===== src/rtl/ld_fb_pkg.sv =====
package ld_fb_pkg;

  typedef enum logic [1:0] {
    SRC_TLB    = 2'd0,
    SRC_MQFULL = 2'd1,
    SRC_DWAIT  = 2'd2
  } fb_src_e;

  typedef struct packed {
    logic    hit;
    fb_src_e src;
    logic    mq_replay;
    logic    wb;
    logic    refetch;
  } verdict_t;

  // source code ranking among the three replay causes
  function automatic fb_src_e pick_src(input logic tlb, input logic dwait);
    if (tlb)        return SRC_TLB;
    else if (dwait) return SRC_DWAIT;
    else            return SRC_MQFULL;
  endfunction

endpackage


===== src/rtl/ld_fb_classify.sv =====
module ld_fb_classify
  import ld_fb_pkg::*;
(
  input  logic     hit,
  input  logic     tlb_miss,
  input  logic     data_wait,
  input  logic     mq_full,
  input  logic     fwd_fail,
  input  logic     order_vio,
  input  logic     uncached,
  output verdict_t verdict
);
  logic fault;
  assign fault = fwd_fail | order_vio;

  always_comb begin
    verdict     = '0;
    verdict.src = pick_src(tlb_miss, data_wait);
    if (tlb_miss) begin
      verdict.hit = 1'b0;
    end else if (fault) begin
      verdict.hit     = 1'b1;
      verdict.wb      = 1'b1;
      verdict.refetch = 1'b1;
    end else if (uncached) begin
      verdict.hit = 1'b1;
    end else if (data_wait) begin
      verdict.hit = 1'b0;
    end else if (mq_full) begin
      verdict.hit       = 1'b0;
      verdict.mq_replay = 1'b1;
    end else begin
      verdict.hit = 1'b1;
      verdict.wb  = hit;
    end
  end
endmodule


===== src/rtl/ld_fb_stage.sv =====
module ld_fb_stage
  import ld_fb_pkg::*;
#(
  parameter int PA_W = 36
) (
  input  logic            clk,
  input  logic            rst_n,
  input  logic            take,
  input  verdict_t        verdict_in,
  input  logic [PA_W-1:0] paddr_in,
  output logic            valid_q,
  output verdict_t        verdict_q,
  output logic [PA_W-1:0] paddr_q
);
  always_ff @(posedge clk or negedge rst_n) begin
    if (!rst_n) begin
      valid_q   <= 1'b0;
      verdict_q <= '0;
      paddr_q   <= '0;
    end else begin
      valid_q   <= take;
      verdict_q <= take ? verdict_in : '0;
      if (take) paddr_q <= paddr_in;
    end
  end
endmodule


===== src/rtl/ld_block_match.sv =====
module ld_block_match #(
  parameter int PA_W  = 36,
  parameter int OFF_W = 6
) (
  input  logic [PA_W-1:0] addr_a,
  input  logic [PA_W-1:0] addr_b,
  output logic            same
);
  localparam int TAG_W = PA_W - OFF_W;
  logic [TAG_W-1:0] tag_a, tag_b;
  assign tag_a = addr_a[PA_W-1:OFF_W];
  assign tag_b = addr_b[PA_W-1:OFF_W];
  assign same  = (tag_a == tag_b);
endmodule


===== src/rtl/ld_replay_resolver.sv =====
module ld_replay_resolver
  import ld_fb_pkg::*;
#(
  parameter int PA_W  = 36,
  parameter int OFF_W = 6
) (
  input  logic            clk,
  input  logic            rst_n,
  input  logic            s2_valid,
  input  logic            s2_kill,
  input  logic            s2_hit,
  input  logic [PA_W-1:0] s2_paddr,
  input  logic            s2_tlb_miss,
  input  logic            s2_data_wait,
  input  logic            s2_mq_full,
  input  logic            s2_fwd_fail,
  input  logic            s2_order_vio,
  input  logic            s2_uncached,
  input  logic            refill_valid,
  input  logic [PA_W-1:0] refill_addr,
  output logic            fb_valid,
  output logic            fb_hit,
  output logic [1:0]      fb_src,
  output logic            wb_valid,
  output logic            refetch
);
  verdict_t        s2_verdict, s3_verdict;
  logic            s2_take, s3_valid, s3_block_eq, s3_mq_cancel;
  logic [PA_W-1:0] s3_paddr;

  assign s2_take = s2_valid & ~s2_kill;

  ld_fb_classify u_classify (
    .hit(s2_hit), .tlb_miss(s2_tlb_miss), .data_wait(s2_data_wait),
    .mq_full(s2_mq_full), .fwd_fail(s2_fwd_fail), .order_vio(s2_order_vio),
    .uncached(s2_uncached), .verdict(s2_verdict)
  );

  ld_fb_stage #(.PA_W(PA_W)) u_stage (
    .clk(clk), .rst_n(rst_n), .take(s2_take), .verdict_in(s2_verdict),
    .paddr_in(s2_paddr), .valid_q(s3_valid), .verdict_q(s3_verdict),
    .paddr_q(s3_paddr)
  );

  ld_block_match #(.PA_W(PA_W), .OFF_W(OFF_W)) u_match (
    .addr_a(s3_paddr), .addr_b(refill_addr), .same(s3_block_eq)
  );

  assign s3_mq_cancel = s3_valid & s3_verdict.mq_replay & refill_valid & s3_block_eq;

  assign fb_valid = s3_valid;
  assign fb_hit   = s3_valid & (s3_verdict.hit | s3_mq_cancel);
  assign fb_src   = s3_verdict.src;
  assign wb_valid = s3_valid & s3_verdict.wb;
  assign refetch  = s3_valid & s3_verdict.refetch;
endmodule


===== config.mk =====
export PLATFORM = sky130hd
export DESIGN_NAME = ld_replay_resolver
export DESIGN_NICKNAME = d
export VERILOG_FILES = /design/src/rtl/ld_fb_pkg.sv /design/src/rtl/ld_fb_classify.sv /design/src/rtl/ld_fb_stage.sv /design/src/rtl/ld_block_match.sv /design/src/rtl/ld_replay_resolver.sv
export SDC_FILE = /design/constraint.sdc
export NUM_CORES = 1
export LEC_CHECK = 0
export BUFFER_PORTS_ARGS = -buffer_cell sky130_fd_sc_hd__buf_2
export CORE_ASPECT_RATIO = 1.25
export CORE_MARGIN = 8
export CORE_UTILIZATION = 40
export CTS_BUF_LIST = sky130_fd_sc_hd__clkbuf_2
export CTS_CLUSTER_DIAMETER = 100
export DETAILED_ROUTE_END_ITERATION = 7
export GPL_TIMING_DRIVEN = 0
export PLACE_DENSITY = 0.76
export SYNTH_ARGS = -nofsm -noshare
export SYNTH_HDL_FRONTEND = slang
export SYNTH_HIERARCHICAL = 1
export SYNTH_SLANG_ARGS = --single-unit

===== constraint.sdc =====
create_clock -name clk -period 2.95 [get_ports clk]
set_clock_uncertainty 0.05 [all_clocks]
set_input_delay 0.1475 -clock clk [delete_from_list [all_inputs] [get_ports clk]]
set_output_delay 0.1475 -clock clk [all_outputs]
set_load 0.005 [all_outputs]

# ---- Yosys cells after proc, flatten, opt, wreduce, memory -nomap -nowiden
# Cells that the tools add are included.
dict set report word_totals {
  register_bits 43
  input_bits 84
  elab_cells 34
}
dict set report op_classes {
  eq_ne 1
  muxes 16
  bitwise_logic 10
}
# cell count
set op_table {}
lappend op_table {{30-bit == test} 1}
lappend op_table {{1-bit two-way mux} 10}
lappend op_table {{2-bit two-way mux} 4}
lappend op_table {{1-bit bitwise AND} 7}
lappend op_table {{6-bit two-way mux} 1}
lappend op_table {{3-bit two-way mux} 1}
lappend op_table {{1-bit bitwise OR} 2}
lappend op_table {{1-bit NOT} 1}

# ---- Logic depth before layout (Yosys ltp)
dict set report depth {
  depth_word 6
  ltp_mapped 6
  mapped_depth_nobuf 6
}

# ---- By module
# Netlist, hierarchy kept.
# module n_inst cells_each area_per_inst_um2
set by_module_without_submodules {}
lappend by_module_without_submodules {ld_fb_stage 1 90 1729.2}
lappend by_module_without_submodules {ld_block_match 1 40 330.3}
lappend by_module_without_submodules {ld_fb_classify 1 10 68.8}
lappend by_module_without_submodules {ld_replay_resolver 1 5 31.3}

# ---- Least setup slack after synthesis
# Ideal clock, no wire load.
dict set report synth_timing {
  path_type {register to output}
  start {register u_stage.paddr_q[30]}
  end {output port fb_hit}
  arrival_ns 1.296
  required_time_ns 2.753
  slack_ns 1.456
  path_stages_with_launch 7
  path_buffers 0
  cell_sequence {dfrtp_1 -> xor2_1 -> nor4_1 -> nand3_1 -> nor4_2 -> a31oi_1 -> nor2b_1}
}
dict set report synth_between {
  elab_chain_len 4
}
# element line_no
set synth_lines {}
lappend synth_lines {{start: declaration} ld_fb_stage.sv:13} ;# output logic [PA_W-1:0] paddr_q
lappend synth_lines {{start signal: assignment} ld_fb_stage.sv:23} ;# if (take) paddr_q <= paddr_in;
lappend synth_lines {{30-bit == test} ld_block_match.sv:13} ;# assign same = (tag_a == tag_b);
lappend synth_lines {{via s3_block_eq} ld_replay_resolver.sv:28} ;# logic s2_take, s3_valid, s3_block_eq, s3_mq_cancel;
lappend synth_lines {{1-bit bitwise AND} ld_replay_resolver.sv:49} ;# assign s3_mq_cancel = s3_valid & s3_verdict.mq_replay & refill_valid & s3_block_eq;
lappend synth_lines {{1-bit bitwise OR} ld_replay_resolver.sv:52} ;# assign fb_hit = s3_valid & (s3_verdict.hit | s3_mq_cancel);
lappend synth_lines {{1-bit bitwise AND} ld_replay_resolver.sv:52}
lappend synth_lines {{end: declaration} ld_replay_resolver.sv:22} ;# output logic fb_hit,
# The timed path passes the listed nets, and every way through them passes these cells.

# ---- Final worst setup path
dict set report layout_timing {
  start {register u_stage.paddr_q[31]}
  end {output port fb_hit}
}
# Same word-level chain as after synthesis.

==> out/qor.csv <==
metric,value,unit
largest_net_degree_at_the_start_of_global_routing,38,
ctsHtreeMaxLevel,2,
criticalPathCategory,reg -> out,
finalWorstPathRequiredPeriod,2330,ps
synth_warnings,6,
global_route_wire_length_before_repair,8200,microns
crit_chain,"xor2_1, nor4_1, nand4_1, nor4_2, a31oi_1, nor2b_1, buf_2",
critPathMaxStageDelay,430,ps
max-vdd-ir-drop,0.334,mV
antenna_violations_before_repair,0,
startpoint,u_stage/paddr_q[31]$_DFFE_PN0P_,
worst-endpoint-arrival,2130,ps
power_leakage,1.35,nW
worst_slew_pin_tran,817,ps
post_syn_area,0.00192,sq mm
area_of_the_die,0.00730,sq mm
final.setup.tns,0,ps
post-route-drc-count,0,
max_cap_violations,0,
required,2750,ps
port-buffer-count,77,
clkTransAtPathRegs,170,ps
coreArea,0.00469,sq mm
fp-row-count,28,
chipWidth,78.0,microns
postCtsSetupRepairBufs,0,
clock-sinks,37,
floorplan.die.height,93.5,microns
synth_nets,217,
stdcell_area,0.00276,sq mm
drtIter0Drc,28,
min-delay-start,s2_data_wait,
ioPinCount,90,
globalRouteTotalUtil,14.3,%
status,completed,
detail_route.first_pass.iterations,4,
crit_family,simple AND/OR/NAND/NOR gates,
worstSetupEndpointType,output pin,
grt.overflow.total,0,
setup_viol,0,
drive_above_1_share,48.6,%
vias,1422,
reg2reg_from,u_stage/paddr_q[35]$_DFFE_PN0P_,
final_antenna_net_count,0,
worstPathMaxFanout,2,
tritoncts,yes,
diode_count,0,
min_period_over_period,78.9,%
worst_slew_margin_rel,45.5,%
totalWireLength,4930,microns
clockBufferDepth,2,
first_global_vias,1712,
post_synth_inst_count,133,
total_count_of_max_transition_violations_in_the_final_report,0,
starting_density,41.0,%
whs,27.3,ps
vias_per_cell,4.57,
start_kind,flip-flop,
most-common-layout-cells,"77 x buf_2, 37 x dfrtp_1, 35 x dlygate4sd3_1",
worstHoldPathType,in -> reg,
post_synth.cell_area_avg,14.5,sq um
finish.net_count,336,
clock-root-buffer,clkbuf_2,
area.growth.synth_to_final,43.7,%
power_density,407,mW/mm^2
cp.buffers_inverters,1,
clkLatencyLatePin,360,ps
crit_slowest_cell,dfrtp_1,
dp_hpwl,3430,microns
n_fill_cell,397,
numCtsBuffers,5,
wire_length_per_cell_after_detailed_routing,15.8,microns
grt_setup_unrepaired,false,
routabilityCongestion,0.711,
hold_violation_total_from_the_final_report,0,
maxClockFrequency,429,MHz
dpl_cell_area,0.00238,sq mm
layout_commonest_cell,buf_2,
what timing repair did:
action	in CTS	in global routing
resized for setup	0	0
setup endpoints to repair	0	0
endpoints found under the hold margin	69	1
hold buffers	34	1
sequential cells by signal, indices dropped and copies added, names as in the netlist:
signal and flops:
u_stage/verdict_q 6, u_stage/paddr_q 30, u_stage/valid_q 1
worst paths after layout:
| kind | endpoint | slack, ps | cells past startpoint |
|---|---|---|---|
| min reg2reg | u_stage/paddr_q[18]$_DFFE_PN0P_ | 500 | 1 |
| min in group asynchronous | u_stage/paddr_q[34]$_DFFE_PN0P_ | 350 | 2 |
| max in group asynchronous | u_stage/paddr_q[28]$_DFFE_PN0P_ | 1980 | 2 |
| min | u_stage/verdict_q[3]$_DFF_PN0_ | 30 | 3 |
| max | fb_hit | 620 | 7 |
| max reg2reg | u_stage/paddr_q[35]$_DFFE_PN0P_ | 2080 | 1 |
area by class of cell:
| type | count | area (sq um) | area share [%] |
|---|---|---|---|
| repair buffers | 112 | 736 | 26.6 |
| multi-input cells | 90 | 911 | 33.0 |
| flip-flops and latches | 37 | 926 | 33.5 |
| clock inverters | 1 | 5.00 | 0.181 |
| well taps | 60 | 75.1 | 2.72 |
| clock buffers | 5 | 25.0 | 0.905 |
| plain buffers | 5 | 82.6 | 2.99 |
| inverters | 1 | 3.75 | 0.136 |
routing by layer:
layer  routed length [microns]  global-route usage (%)
met1                      1810                    14.4
met2                      2640                    25.5
met3                       375                    5.95
met4                        96                    5.73
met5                         0                       0
per-stage QoR:
| step | worst slack (ps) | util (%) | total power [mW] | cells |
|---|---|---|---|---|
| 6_report | 621 | 58.9 | 1.12 | 311 |
| 5_1_grt | 362 | 58.9 | 1.20 | 311 |
| 2_1_floorplan | 1460 | - | 0.799 | 133 |
| 3_3_place_gp | 1060 | 50.8 | 0.887 | 270 |
| 3_5_place_dp | 1050 | 50.8 | 0.896 | 270 |
| 4_1_cts | 574 | 58.7 | 1.14 | 310 |
power by group:
group	internal (mW)	leakage, nW	switching (mW)	total, mW
clock	0.0484	0.0247	0.154	0.202
combinational	0.206	0.881	0.0993	0.305
sequential	0.571	0.447	0.0467	0.618
Note: power is estimated with default switching activity, not from simulation.
